**src/rtl/lirq_pkg.sv**
```systemverilog
package lirq_pkg;
  localparam int unsigned DATA_W = 32;
  localparam int unsigned NSRC   = 4;          // sources per group per core
  localparam int unsigned CFG_W  = 2 * NSRC;   // IRQ half then FIQ half

  // Register offsets
  localparam int unsigned OFS_CTRL  = 'h00;
  localparam int unsigned OFS_PRESC = 'h08;
  localparam int unsigned OFS_SHR   = 'h0C;
  localparam int unsigned OFS_PMSET = 'h10;
  localparam int unsigned OFS_PMCLR = 'h14;
  localparam int unsigned OFS_TCFG  = 'h40;
  localparam int unsigned OFS_MCFG  = 'h50;
  localparam int unsigned OFS_PEND  = 'h60;
  localparam int unsigned OFS_TOP   = 'h70;

  localparam logic [DATA_W-1:0] PRESC_RESET = 32'h8000_0000;

  // Pending word bit positions
  localparam int unsigned PB_TMR = 0;
  localparam int unsigned PB_MBX = 4;
  localparam int unsigned PB_EXT = 8;
  localparam int unsigned PB_PMU = 9;

  typedef struct packed {
    logic       fiq_mode;
    logic [1:0] fiq_core;
    logic [1:0] irq_core;
  } shr_route_t;
endpackage

```
**src/rtl/lirq_cfg_regs.sv**
```systemverilog
module lirq_cfg_regs
  import lirq_pkg::*;
#(
  parameter int unsigned NCORE  = 4,
  parameter int unsigned ADDR_W = 8
) (
  input  logic                            clk,
  input  logic                            rst,
  input  logic [ADDR_W-1:0]               addr,
  input  logic                            we,
  input  logic [DATA_W-1:0]               wdata,
  output logic [DATA_W-1:0]               ctrl_q,
  output logic [DATA_W-1:0]               presc_q,
  output shr_route_t                      route_q,
  output logic [2*NCORE-1:0]              pmu_en_q,
  output logic [NCORE-1:0][CFG_W-1:0]     tcfg_q,
  output logic [NCORE-1:0][CFG_W-1:0]     mcfg_q
);
  localparam int unsigned PMU_W = 2 * NCORE;
  localparam int unsigned RT_W  = $bits(shr_route_t);

  logic pend_hit;

  always_comb begin
    pend_hit = 1'b0;
    for (int c = 0; c < NCORE; c++)
      if (addr == ADDR_W'(OFS_PEND + 4 * c)) pend_hit = 1'b1;
  end

  always_ff @(posedge clk) begin
    if (rst) begin
      ctrl_q   <= '0;
      presc_q  <= PRESC_RESET;
      route_q  <= '0;
      pmu_en_q <= '0;
      tcfg_q   <= '0;
      mcfg_q   <= '0;
    end else if (we) begin
      if (addr == ADDR_W'(OFS_CTRL))  ctrl_q  <= wdata;
      if (addr == ADDR_W'(OFS_PRESC)) presc_q <= wdata;
      if (addr == ADDR_W'(OFS_SHR))   route_q <= shr_route_t'(wdata[RT_W-1:0]);
      if (addr == ADDR_W'(OFS_PMSET)) pmu_en_q <= pmu_en_q | wdata[PMU_W-1:0];
      if (addr == ADDR_W'(OFS_PMCLR)) pmu_en_q <= pmu_en_q & ~wdata[PMU_W-1:0];
      for (int c = 0; c < NCORE; c++) begin
        if (addr == ADDR_W'(OFS_TCFG + 4 * c)) tcfg_q[c] <= wdata[CFG_W-1:0];
        if (addr == ADDR_W'(OFS_MCFG + 4 * c)) mcfg_q[c] <= wdata[CFG_W-1:0];
      end
    end
  end

  // set address raises every bit written as 1
  assert_pmu_set_R7: assert property (@(posedge clk) disable iff (rst)
    (we && addr == ADDR_W'(OFS_PMSET)) |=>
      ((pmu_en_q & $past(wdata[PMU_W-1:0])) == $past(wdata[PMU_W-1:0])));

  // clear address drops written bits and keeps the rest
  assert_pmu_clr_R7: assert property (@(posedge clk) disable iff (rst)
    (we && addr == ADDR_W'(OFS_PMCLR)) |=>
      ((pmu_en_q & $past(wdata[PMU_W-1:0])) == '0 &&
       (pmu_en_q & ~$past(wdata[PMU_W-1:0])) == ($past(pmu_en_q) & ~$past(wdata[PMU_W-1:0]))));

  // a write aimed at a pending word disturbs no stored state
  assert_pend_write_ignored_R5: assert property (@(posedge clk) disable iff (rst)
    (we && pend_hit) |=> ($stable(tcfg_q) && $stable(mcfg_q) && $stable(pmu_en_q) &&
                          $stable(route_q) && $stable(ctrl_q) && $stable(presc_q)));
endmodule

```
**src/rtl/lirq_core_route.sv**
```systemverilog
module lirq_core_route
  import lirq_pkg::*;
(
  input  logic              clk,
  input  logic              rst,
  input  logic [NSRC-1:0]   tmr,
  input  logic [NSRC-1:0]   mbx,
  input  logic              ext_irq,
  input  logic              ext_fiq,
  input  logic              pmu,
  input  logic [CFG_W-1:0]  tcfg,
  input  logic [CFG_W-1:0]  mcfg,
  input  logic              pmu_irq_en,
  input  logic              pmu_fiq_en,
  output logic [DATA_W-1:0] pend,
  output logic              irq_q,
  output logic              fiq_q
);
  localparam int unsigned PEND_USED = PB_PMU + 1;

  logic irq_d, fiq_d;

  always_comb begin
    pend = '0;
    pend[PB_TMR +: NSRC] = tmr;
    pend[PB_MBX +: NSRC] = mbx;
    pend[PB_EXT]         = ext_irq | ext_fiq;
    pend[PB_PMU]         = pmu;
  end

  always_comb begin
    irq_d = (|(tmr & tcfg[NSRC-1:0])) | (|(mbx & mcfg[NSRC-1:0])) |
            ext_irq | (pmu & pmu_irq_en);
    fiq_d = (|(tmr & tcfg[CFG_W-1:NSRC])) | (|(mbx & mcfg[CFG_W-1:NSRC])) |
            ext_fiq | (pmu & pmu_fiq_en);
  end

  always_ff @(posedge clk) begin
    if (rst) begin
      irq_q <= 1'b0;
      fiq_q <= 1'b0;
    end else begin
      irq_q <= irq_d;
      fiq_q <= fiq_d;
    end
  end

  // a core with nothing pending is silent on the next edge
  assert_quiet_core_R8: assert property (@(posedge clk) disable iff (rst)
    (pend[PEND_USED-1:0] == '0) |=> (!irq_q && !fiq_q));
endmodule

```
**src/rtl/lirq_readback.sv**
```systemverilog
module lirq_readback
  import lirq_pkg::*;
#(
  parameter int unsigned NCORE  = 4,
  parameter int unsigned ADDR_W = 8
) (
  input  logic                          clk,
  input  logic                          rst,
  input  logic [ADDR_W-1:0]             addr,
  input  logic [DATA_W-1:0]             ctrl,
  input  logic [DATA_W-1:0]             presc,
  input  shr_route_t                    route,
  input  logic [2*NCORE-1:0]            pmu_en,
  input  logic [NCORE-1:0][CFG_W-1:0]   tcfg,
  input  logic [NCORE-1:0][CFG_W-1:0]   mcfg,
  input  logic [NCORE-1:0][DATA_W-1:0]  pend,
  output logic [DATA_W-1:0]             rdata_q
);
  logic [DATA_W-1:0] rd_d;

  always_comb begin
    rd_d = '0;
    if (addr == ADDR_W'(OFS_CTRL))  rd_d = ctrl;
    if (addr == ADDR_W'(OFS_PRESC)) rd_d = presc;
    if (addr == ADDR_W'(OFS_SHR))   rd_d = DATA_W'(route);
    if (addr == ADDR_W'(OFS_PMSET) || addr == ADDR_W'(OFS_PMCLR)) rd_d = DATA_W'(pmu_en);
    for (int c = 0; c < NCORE; c++) begin
      if (addr == ADDR_W'(OFS_TCFG + 4 * c)) rd_d = DATA_W'(tcfg[c]);
      if (addr == ADDR_W'(OFS_MCFG + 4 * c)) rd_d = DATA_W'(mcfg[c]);
      if (addr == ADDR_W'(OFS_PEND + 4 * c)) rd_d = pend[c];
    end
  end

  always_ff @(posedge clk) begin
    if (rst) rdata_q <= '0;
    else     rdata_q <= rd_d;
  end

  // misaligned offsets read as zero
  assert_misaligned_zero_R10: assert property (@(posedge clk) disable iff (rst)
    (addr[1:0] != 2'b00) |=> (rdata_q == '0));

  // offsets past the last pending word read as zero
  assert_high_zero_R10: assert property (@(posedge clk) disable iff (rst)
    (addr >= ADDR_W'(OFS_TOP)) |=> (rdata_q == '0));
endmodule

```
**src/rtl/lirq_router.sv**
```systemverilog
module lirq_router
  import lirq_pkg::*;
#(
  parameter int unsigned NCORE  = 4,
  parameter int unsigned ADDR_W = 8
) (
  input  logic                    clk,
  input  logic                    rst,
  input  logic [ADDR_W-1:0]       bus_addr,
  input  logic                    bus_we,
  input  logic [DATA_W-1:0]       bus_wdata,
  output logic [DATA_W-1:0]       bus_rdata,
  input  logic [NCORE*NSRC-1:0]   tmr_lines,
  input  logic [NCORE*NSRC-1:0]   mbx_pend,
  input  logic                    ext_line,
  input  logic [NCORE-1:0]        pmu_lines,
  output logic [NCORE-1:0]        core_irq,
  output logic [NCORE-1:0]        core_fiq
);
  logic [DATA_W-1:0]             ctrl_q, presc_q;
  shr_route_t                    route_q;
  logic [2*NCORE-1:0]            pmu_en_q;
  logic [NCORE-1:0][CFG_W-1:0]   tcfg_q, mcfg_q;
  logic [NCORE-1:0][DATA_W-1:0]  pend;
  logic [NCORE-1:0]              ext_irq_c, ext_fiq_c, ext_seen;

  lirq_cfg_regs #(.NCORE(NCORE), .ADDR_W(ADDR_W)) u_regs (
    .clk(clk), .rst(rst), .addr(bus_addr), .we(bus_we), .wdata(bus_wdata),
    .ctrl_q(ctrl_q), .presc_q(presc_q), .route_q(route_q), .pmu_en_q(pmu_en_q),
    .tcfg_q(tcfg_q), .mcfg_q(mcfg_q)
  );

  for (genvar c = 0; c < NCORE; c++) begin : g_core
    assign ext_irq_c[c] = ext_line && !route_q.fiq_mode && (route_q.irq_core == 2'(c));
    assign ext_fiq_c[c] = ext_line &&  route_q.fiq_mode && (route_q.fiq_core == 2'(c));
    assign ext_seen[c]  = pend[c][PB_EXT];

    lirq_core_route u_route (
      .clk(clk), .rst(rst),
      .tmr(tmr_lines[c*NSRC +: NSRC]), .mbx(mbx_pend[c*NSRC +: NSRC]),
      .ext_irq(ext_irq_c[c]), .ext_fiq(ext_fiq_c[c]), .pmu(pmu_lines[c]),
      .tcfg(tcfg_q[c]), .mcfg(mcfg_q[c]),
      .pmu_irq_en(pmu_en_q[c]), .pmu_fiq_en(pmu_en_q[c + NCORE]),
      .pend(pend[c]), .irq_q(core_irq[c]), .fiq_q(core_fiq[c])
    );
  end

  lirq_readback #(.NCORE(NCORE), .ADDR_W(ADDR_W)) u_rb (
    .clk(clk), .rst(rst), .addr(bus_addr),
    .ctrl(ctrl_q), .presc(presc_q), .route(route_q), .pmu_en(pmu_en_q),
    .tcfg(tcfg_q), .mcfg(mcfg_q), .pend(pend), .rdata_q(bus_rdata)
  );

  // the shared source shows up at no more than one core
  assert_shared_single_R6: assert property (@(posedge clk) disable iff (rst)
    $onehot0(ext_seen));
endmodule

```
**config.mk**
```make
export PLATFORM = sky130hd
export DESIGN_NAME = lirq_router
export DESIGN_NICKNAME = d
export VERILOG_FILES = /design/src/rtl/lirq_pkg.sv /design/src/rtl/lirq_cfg_regs.sv /design/src/rtl/lirq_core_route.sv /design/src/rtl/lirq_readback.sv /design/src/rtl/lirq_router.sv
export SDC_FILE = /design/constraint.sdc
export NUM_CORES = 1
export LEC_CHECK = 0
export BUFFER_PORTS_ARGS = -buffer_cell sky130_fd_sc_hd__buf_2
export CELL_PAD_IN_SITES_DETAIL_PLACEMENT = 0
export CELL_PAD_IN_SITES_GLOBAL_PLACEMENT = 1
export CORE_MARGIN = 3
export CORE_UTILIZATION = 43
export DETAILED_ROUTE_END_ITERATION = 10
export GPL_TIMING_DRIVEN = 0
export PLACE_DENSITY_LB_ADDON = 0.3
export SLEW_MARGIN = 20
export SYNTH_ARGS = -nofsm -noshare
export SYNTH_HDL_FRONTEND = slang
export SYNTH_SLANG_ARGS = --single-unit
```
**constraint.sdc**
```tcl
create_clock -name clk -period 2 [get_ports clk]
set_input_delay 0.2 -clock clk [delete_from_list [all_inputs] [get_ports clk]]
set_output_delay 0.2 -clock clk [all_outputs]
set_load 0.01 [all_outputs]
```
# [After elaboration in Yosys (flattened, before gate mapping)]
# Cells that the tools add are included.
[word_totals] register_bits=181 in_bits=80 elab_cells=164
[op_classes] eq_ne=22 muxes=18 bitwise=55 reduce_logical=45
[op_table] op="$mux W10" count=14
[op_table] op="$eq A8 B7 Y1 const B" count=12
[op_table] op="$and A4 B4 Y4" count=16
[op_table] op="$mux W32" count=2
[op_table] op="$reduce_or A4 Y1" count=16
[op_table] op="$or A1 B1 Y1" count=28
[op_table] op="$reduce_and A2 Y1" count=12
[op_table] op="$eq A8 B4 Y1 const B" count=2
[op_table] op="$eq A8 B5 Y1 const B" count=2
[op_table] op="$mux W8" count=2
[op_table] op="$reduce_or A15 Y1" count=1
[op_table] op="$logic_and A1 B1 Y1" count=10
[op_table] op="$and A1 B1 Y1" count=8
[op_table] op="$and A8 B8 Y8" count=1
[op_table] op="$eq A2 B2 Y1 const B" count=4
[op_table] op="$logic_not A8 Y1" count=1
[op_table] op="$not A8 Y8" count=1
[op_table] op="$or A8 B8 Y8" count=1
[op_table] op="$eq A2 B1 Y1 const B" count=2
[op_table] op="$logic_not A2 Y1" count=2
[op_table] op="$reduce_bool A2 Y1" count=1
[op_table] op="$logic_not A1 Y1" count=1
[op_table] op="$logic_or A1 B1 Y1" count=1

# [Depth between registers and ports, before layout]
[logic_depth] depth_word=17 ltp_mapped=9 ltp_nobuf=5

# [Cells and area by module]
# A second synthesis with hierarchy kept.
[hier_totals] cells_unflattened=1167 area_unflattened_um2=10910.5
[by_module_without_submodules] module="lirq_cfg_regs" n_inst=1 cells_per_inst=519 area_each_um2=5736.8 seq_area_each_um2=2822.7
[by_module_without_submodules] module="lirq_readback" n_inst=1 cells_per_inst=452 area_each_um2=3477.1 seq_area_each_um2=640.6
[by_module_without_submodules] module="lirq_core_route" n_inst=4 cells_per_inst=47 area_each_um2=400.4 seq_area_each_um2=40.0
[by_module_without_submodules] module="lirq_router" n_inst=1 cells_per_inst=8 area_each_um2=95.1 seq_area_each_um2=0.0

# [Worst setup path after synthesis]
# Ideal clock, no wire load.
[synth_path] path_type="input to register" startpoint="in bus_addr[0]" endpoint="reg u_rb.rdata_q[7]" arrival_ps=1776 t_required_ps=1884 path_slack_ps=108 path_stages=7 path_cell_list="clkbuf_1 nor3_1 and3_1 buf_2 a22oi_1 a22o_1 o211a_1"
[synth_between] elab_chain_cells=17 elab_cells_between_ends=34 cone_classes="16 x eq/ne; 16 x mux; 2 x reduce/logical"
[synth_lines] element="start, declared" line="lirq_router.sv:9" text="input logic [ADDR_W-1:0] bus_addr,"
[synth_lines] element="$logic_not A8 Y1" line="lirq_readback.sv:23" text="if (addr == ADDR_W'(OFS_CTRL)) rd_d = ctrl;"
[synth_lines] element="$mux W32" line="lirq_readback.sv:23"
[synth_lines] element="$mux W32" line="lirq_readback.sv:24" text="if (addr == ADDR_W'(OFS_PRESC)) rd_d = presc;"
[synth_lines] element="$mux W10" line="lirq_readback.sv:25" text="if (addr == ADDR_W'(OFS_SHR)) rd_d = DATA_W'(route);"
[synth_lines] element="$mux W10" line="lirq_readback.sv:26" text="if (addr == ADDR_W'(OFS_PMSET) || addr == ADDR_W'(OFS_PMCLR)) rd_d = DATA_W'(pmu_en);"
[synth_lines] element="$mux W10" line="lirq_readback.sv:28" text="if (addr == ADDR_W'(OFS_TCFG + 4 * c)) rd_d = DATA_W'(tcfg[c]);"
[synth_lines] element="$mux W10" line="lirq_readback.sv:29" text="if (addr == ADDR_W'(OFS_MCFG + 4 * c)) rd_d = DATA_W'(mcfg[c]);"
[synth_lines] element="$mux W10" line="lirq_readback.sv:30" text="if (addr == ADDR_W'(OFS_PEND + 4 * c)) rd_d = pend[c];"
[synth_lines] element="$mux W10" line="lirq_readback.sv:28"
[synth_lines] element="$mux W10" line="lirq_readback.sv:29"
[synth_lines] element="$mux W10" line="lirq_readback.sv:30"
[synth_lines] element="$mux W10" line="lirq_readback.sv:28"
[synth_lines] element="$mux W10" line="lirq_readback.sv:29"
[synth_lines] element="$mux W10" line="lirq_readback.sv:30"
[synth_lines] element="$mux W10" line="lirq_readback.sv:28"
[synth_lines] element="$mux W10" line="lirq_readback.sv:29"
[synth_lines] element="$mux W10 *" line="lirq_readback.sv:30"
[synth_lines] element="end signal, assigned" line="lirq_readback.sv:36" text="else rdata_q <= rd_d;"
[synth_lines] element="end, declared" line="lirq_readback.sv:17" text="output logic [DATA_W-1:0] rdata_q"
# Every way passes the cells marked *; elsewhere a longest branch is shown, timed or not.
# A chain may end at the register's enable or synchronous reset.

# [Final worst setup path]
[layout_path] startpoint="in rst" endpoint="reg u_rb.rdata_q[9]"
[layout_rtl] element="start, declared" line="lirq_router.sv:8" text="input logic rst,"
# No word-level cell between the ends.

==> flow_results.xml <==
<?xml version="1.0" encoding="UTF-8"?>
<metrics>
  <group name="sta">
    <metric name="slew_headroom" unit="">0.3040</metric>
    <metric name="clock_skew" unit="ns">0.007504</metric>
    <metric name="rsz0062_at_grt" unit="">yes</metric>
    <metric name="final_cycle_utilization_of_the_critical_path" unit="">0.9889</metric>
    <metric name="tightest_slew" unit="ns">1.044</metric>
    <metric name="timing.final.setup_violations" unit="">0</metric>
    <metric name="hold_viol_final" unit="">0</metric>
    <metric name="totalNegativeSetupSlack" unit="ns">0</metric>
    <metric name="max_frequency" unit="MHz">505.6</metric>
    <metric name="final_period_minus_worst_setup_slack" unit="ns">1.978</metric>
    <metric name="final-max-slew-violation-count" unit="">0</metric>
    <metric name="worst_hold_slack" unit="ns">0.01251</metric>
  </group>
  <group name="detailed_routing">
    <metric name="post_detailed_route_count_of_antenna_violating_nets" unit="">0</metric>
    <metric name="first_pass_iters" unit="">7</metric>
    <metric name="vias" unit="">9085</metric>
    <metric name="drc" unit="">0</metric>
    <metric name="vias_per_cell" unit="">5.981</metric>
    <metric name="routed_wirelength" unit="mm">33.47</metric>
    <metric name="wl_per_cell" unit="um">22.04</metric>
    <metric name="drtIter0Drc" unit="">983</metric>
  </group>
  <group name="place">
    <metric name="finalWeightedCongestion" unit="">1.004</metric>
    <metric name="placement.io_buffers" unit="">116</metric>
    <metric name="place_hpwl" unit="mm">25.10</metric>
  </group>
  <group name="grt">
    <metric name="globalRouteOverflowTotal" unit="">0</metric>
    <metric name="initial_antenna_violation_count" unit="">1</metric>
    <metric name="grt_use_total" unit="">0.3020</metric>
    <metric name="vias_in_the_first_global_route" unit="">8120</metric>
    <metric name="grt_max_degree" unit="">19</metric>
    <metric name="grt_pass1_wl" unit="mm">50.06</metric>
  </group>
  <group name="clock_tree">
    <metric name="clock-root-buffer" unit="">clkbuf_16</metric>
    <metric name="clockBufferDepth" unit="">2</metric>
    <metric name="cts_buffers" unit="">17</metric>
    <metric name="clk_transition_reported_paths" unit="ns">0.07</metric>
    <metric name="ctsHtreeMaxLevel" unit="">4</metric>
    <metric name="clock_tree_from_tritoncts" unit="">built</metric>
    <metric name="cts_sinks" unit="">181</metric>
    <metric name="worstSkewPairLatency" unit="ns">0.44</metric>
  </group>
  <group name="logic_synthesis">
    <metric name="mappedNetlistNets" unit="">1164</metric>
    <metric name="synth.yosys.warnings" unit="">0</metric>
    <metric name="netlist-cell-type-count" unit="">73</metric>
    <metric name="cell_accounting_for_the_most_synthesized_area" unit="">dfxtp_1</metric>
    <metric name="asyncSetResetFlopFracSynth" unit="">0</metric>
    <metric name="netlist_area" unit="sq mm">0.008577</metric>
    <metric name="synth-seq-cells" unit="">181</metric>
    <metric name="synth.top_cells.by_area" unit="">dfxtp_1 (42%), nand2_1 (9.7%), a21oi_1 (8.5%), nand3_1 (3.5%), mux2i_1 (3.4%)</metric>
    <metric name="syn_area_cell" unit="sq um">7.912</metric>
    <metric name="yosys.area.top_type_share" unit="">0.4225</metric>
    <metric name="yosys_most_used_dff" unit="">dfxtp_1</metric>
    <metric name="syn_inst" unit="">1084</metric>
    <metric name="synth-seq-area-share" unit="">0.4225</metric>
    <metric name="number_of_enable_flip_flop_cells_after_synthesis" unit="">0</metric>
  </group>
  <group name="cells_and_area">
    <metric name="syn_to_final_growth" unit="%">21.41</metric>
    <metric name="layout.nets" unit="">1320</metric>
    <metric name="layout.cells.most_common_list" unit="">nand2_1 (221), dfxtp_1 (180), buf_2 (147), a21oi_1 (145), nor2_1 (70)</metric>
    <metric name="drive_above_1_share" unit="">0.1883</metric>
    <metric name="layout.cells.most_common" unit="">nand2_1</metric>
    <metric name="fill_cells" unit="">1977</metric>
  </group>
  <group name="floorplanning">
    <metric name="die_ar" unit="sq mm">0.02168</metric>
    <metric name="io_pins" unit="">120</metric>
    <metric name="core_region_area" unit="sq mm">0.01953</metric>
    <metric name="floorplan.initialDensity" unit="">0.4393</metric>
    <metric name="dieHeight" unit="um">147.2</metric>
    <metric name="floorplan.die.width" unit="um">147.2</metric>
    <metric name="rows" unit="">51</metric>
  </group>
  <group name="critical_path">
    <metric name="critical-path-top-cell-by-count" unit="">clkbuf_1</metric>
    <metric name="worst_setup_path_end_kind" unit="">flop</metric>
    <metric name="cpMaxStageDelayCell" unit="">clkbuf_1</metric>
    <metric name="worst_setup_path_start_kind" unit="">input pin</metric>
    <metric name="crit_type" unit="">in -&gt; reg</metric>
    <metric name="cp_data_arrival_time" unit="ns">2.26</metric>
    <metric name="cp.required" unit="ns">2.28</metric>
    <metric name="cpPeakStageDelay" unit="ns">0.67</metric>
    <metric name="timing.critical_path.cells" unit="">buf_2, clkbuf_1, clkbuf_1, clkbuf_1, a21oi_1</metric>
    <metric name="worst-path-max-fanout" unit="">10</metric>
  </group>
  <group name="worst_hold_path">
    <metric name="hp-class" unit="">in -&gt; reg</metric>
  </group>
  <group name="status">
    <metric name="outcome" unit="">complete, no violations</metric>
  </group>
  <group name="power">
    <metric name="vdd.ir_drop.worst" unit="V">0.0005854</metric>
    <metric name="power.static_leakage" unit="nW">3.983</metric>
    <metric name="power-per-cell-area" unit="mW/mm^2">736.4</metric>
  </group>
  <group name="run">
    <metric name="cap_violations" unit="">0</metric>
  </group>
</metrics>
[worst max-delay path, delay by kind of cell]
| kind | cells | cell delay (ns) |
|---|---|---|
| buffers and inverters | 4 | 1.90 |
| AO/OA/AOI/OAI | 1 | 0.15 |
[state kept, by name, indices dropped and copies added (netlist names), named ones only]
name / count
g_core.u_route.fiq_q: 4
g_core.u_route.irq_q: 4
u_rb.rdata_q: 32
u_regs.ctrl_q: 32
u_regs.mcfg_q: 32
u_regs.presc_q: 32
u_regs.route_q: 5
u_regs.tcfg_q: 32
[worst paths after layout]
check / start / slack [ns] / to / depth (start not counted)
worst min register to register: u_regs.ctrl_q[5] / 0.46 / u_regs.ctrl_q[5] / 2
worst min-delay path: bus_wdata[23] / 0.01 / u_regs.ctrl_q[23] / 3
worst max-delay path: rst / 0.02 / u_rb.rdata_q[9] / 5
worst max register to register: u_regs.route_q[1] / 0.13 / u_rb.rdata_q[8] / 5
[through the flow]
step | worst slack, ns | utilization | power (mW) | cells | area, sq um
2_1_floorplan | 0.1080 | - | 3.990 | 1084 | 8577
3_3_place_gp | -1.066 | 0.4860 | 4.296 | 1465 | 9489
3_5_place_dp | -0.9843 | 0.4870 | 4.293 | 1466 | 9509
4_1_cts | -0.04797 | 0.5292 | 7.671 | 1516 | 10330
5_1_grt | -0.01325 | 0.5333 | 7.883 | 1519 | 10410
6_report | 0.02221 | 0.5333 | 7.669 | 1519 | 10410
[timing repair]
item	CTS	global route
setup endpoints to repair	66	110
buffers inserted	0	3
pin swaps	0	2
gates resized for setup	12	25
hold buffers	19	0
hold endpoints to repair	25	0
[layout make-up]
class | count | area, sq um | share of cell area
Sequential cell | 181 | 3625 | 0.3481
Tap cell | 265 | 331.6 | 0.03184
Timing Repair Buffer | 139 | 800.8 | 0.07690
Clock inverter | 15 | 158.9 | 0.01526
Inverter | 7 | 26.28 | 0.002523
Multi-Input combinational cell | 787 | 4538 | 0.4358
Clock buffer | 17 | 425.4 | 0.04085
Antenna cell | 1 | 2.502 | 0.0002403
Buffer | 107 | 505.5 | 0.04854
[where the power goes]
part | internal (mW) | switching, mW
clock network | 1.77 | 1.61
registers | 3.61 | 0.00458
logic | 0.211 | 0.459
total | 5.59 | 2.08
[layer usage]
layer / GRT usage / vias to the layer above / routed length (um) / part of all wire
met2: 0.4493 / 502 / 14420 / 0.43
met4: 0.1226 / 0 / 1335 / 0.040
met3: 0.05645 / 83 / 3186 / 0.095
met1: 0.4323 / 4296 / 14530 / 0.43
li1: - / 4204 / - / -
met5: 0 / - / 0 / 0
[Yosys cell counts (4+ instances only)]
| cell type | instances |
|---|---|
| a21boi_0 | 5 |
| a21o_1 | 14 |
| a21oi_1 | 145 |
| a221oi_1 | 17 |
| a222oi_1 | 9 |
| a22o_1 | 8 |
| a22oi_1 | 34 |
| a311oi_1 | 10 |
| a31oi_1 | 13 |
| a32oi_1 | 5 |
| and3_1 | 10 |
| buf_1 | 4 |
| buf_2 | 32 |
| buf_4 | 10 |
| clkbuf_1 | 61 |
| dfxtp_1 | 181 |
| inv_1 | 5 |
| mux2i_1 | 29 |
| nand2_1 | 221 |
| nand2b_1 | 8 |
| nand3_1 | 60 |
| nand3b_1 | 6 |
| nor2_1 | 71 |
| nor2b_1 | 10 |
| nor3_1 | 7 |
| nor3b_1 | 4 |
| nor4_1 | 6 |
| nor4bb_1 | 5 |
| o21ai_0 | 14 |
| o22ai_1 | 9 |
| o32ai_1 | 7 |
[logic make-up after synthesis]
family                 synth area share
and+or+nand+nor                  0.2305
AOI/OAI and AO/OA                0.2497
DFF                              0.4225
buffers and inverters           0.06083
muxes                           0.03647
Note: power is estimated with default switching activity, not from simulation.
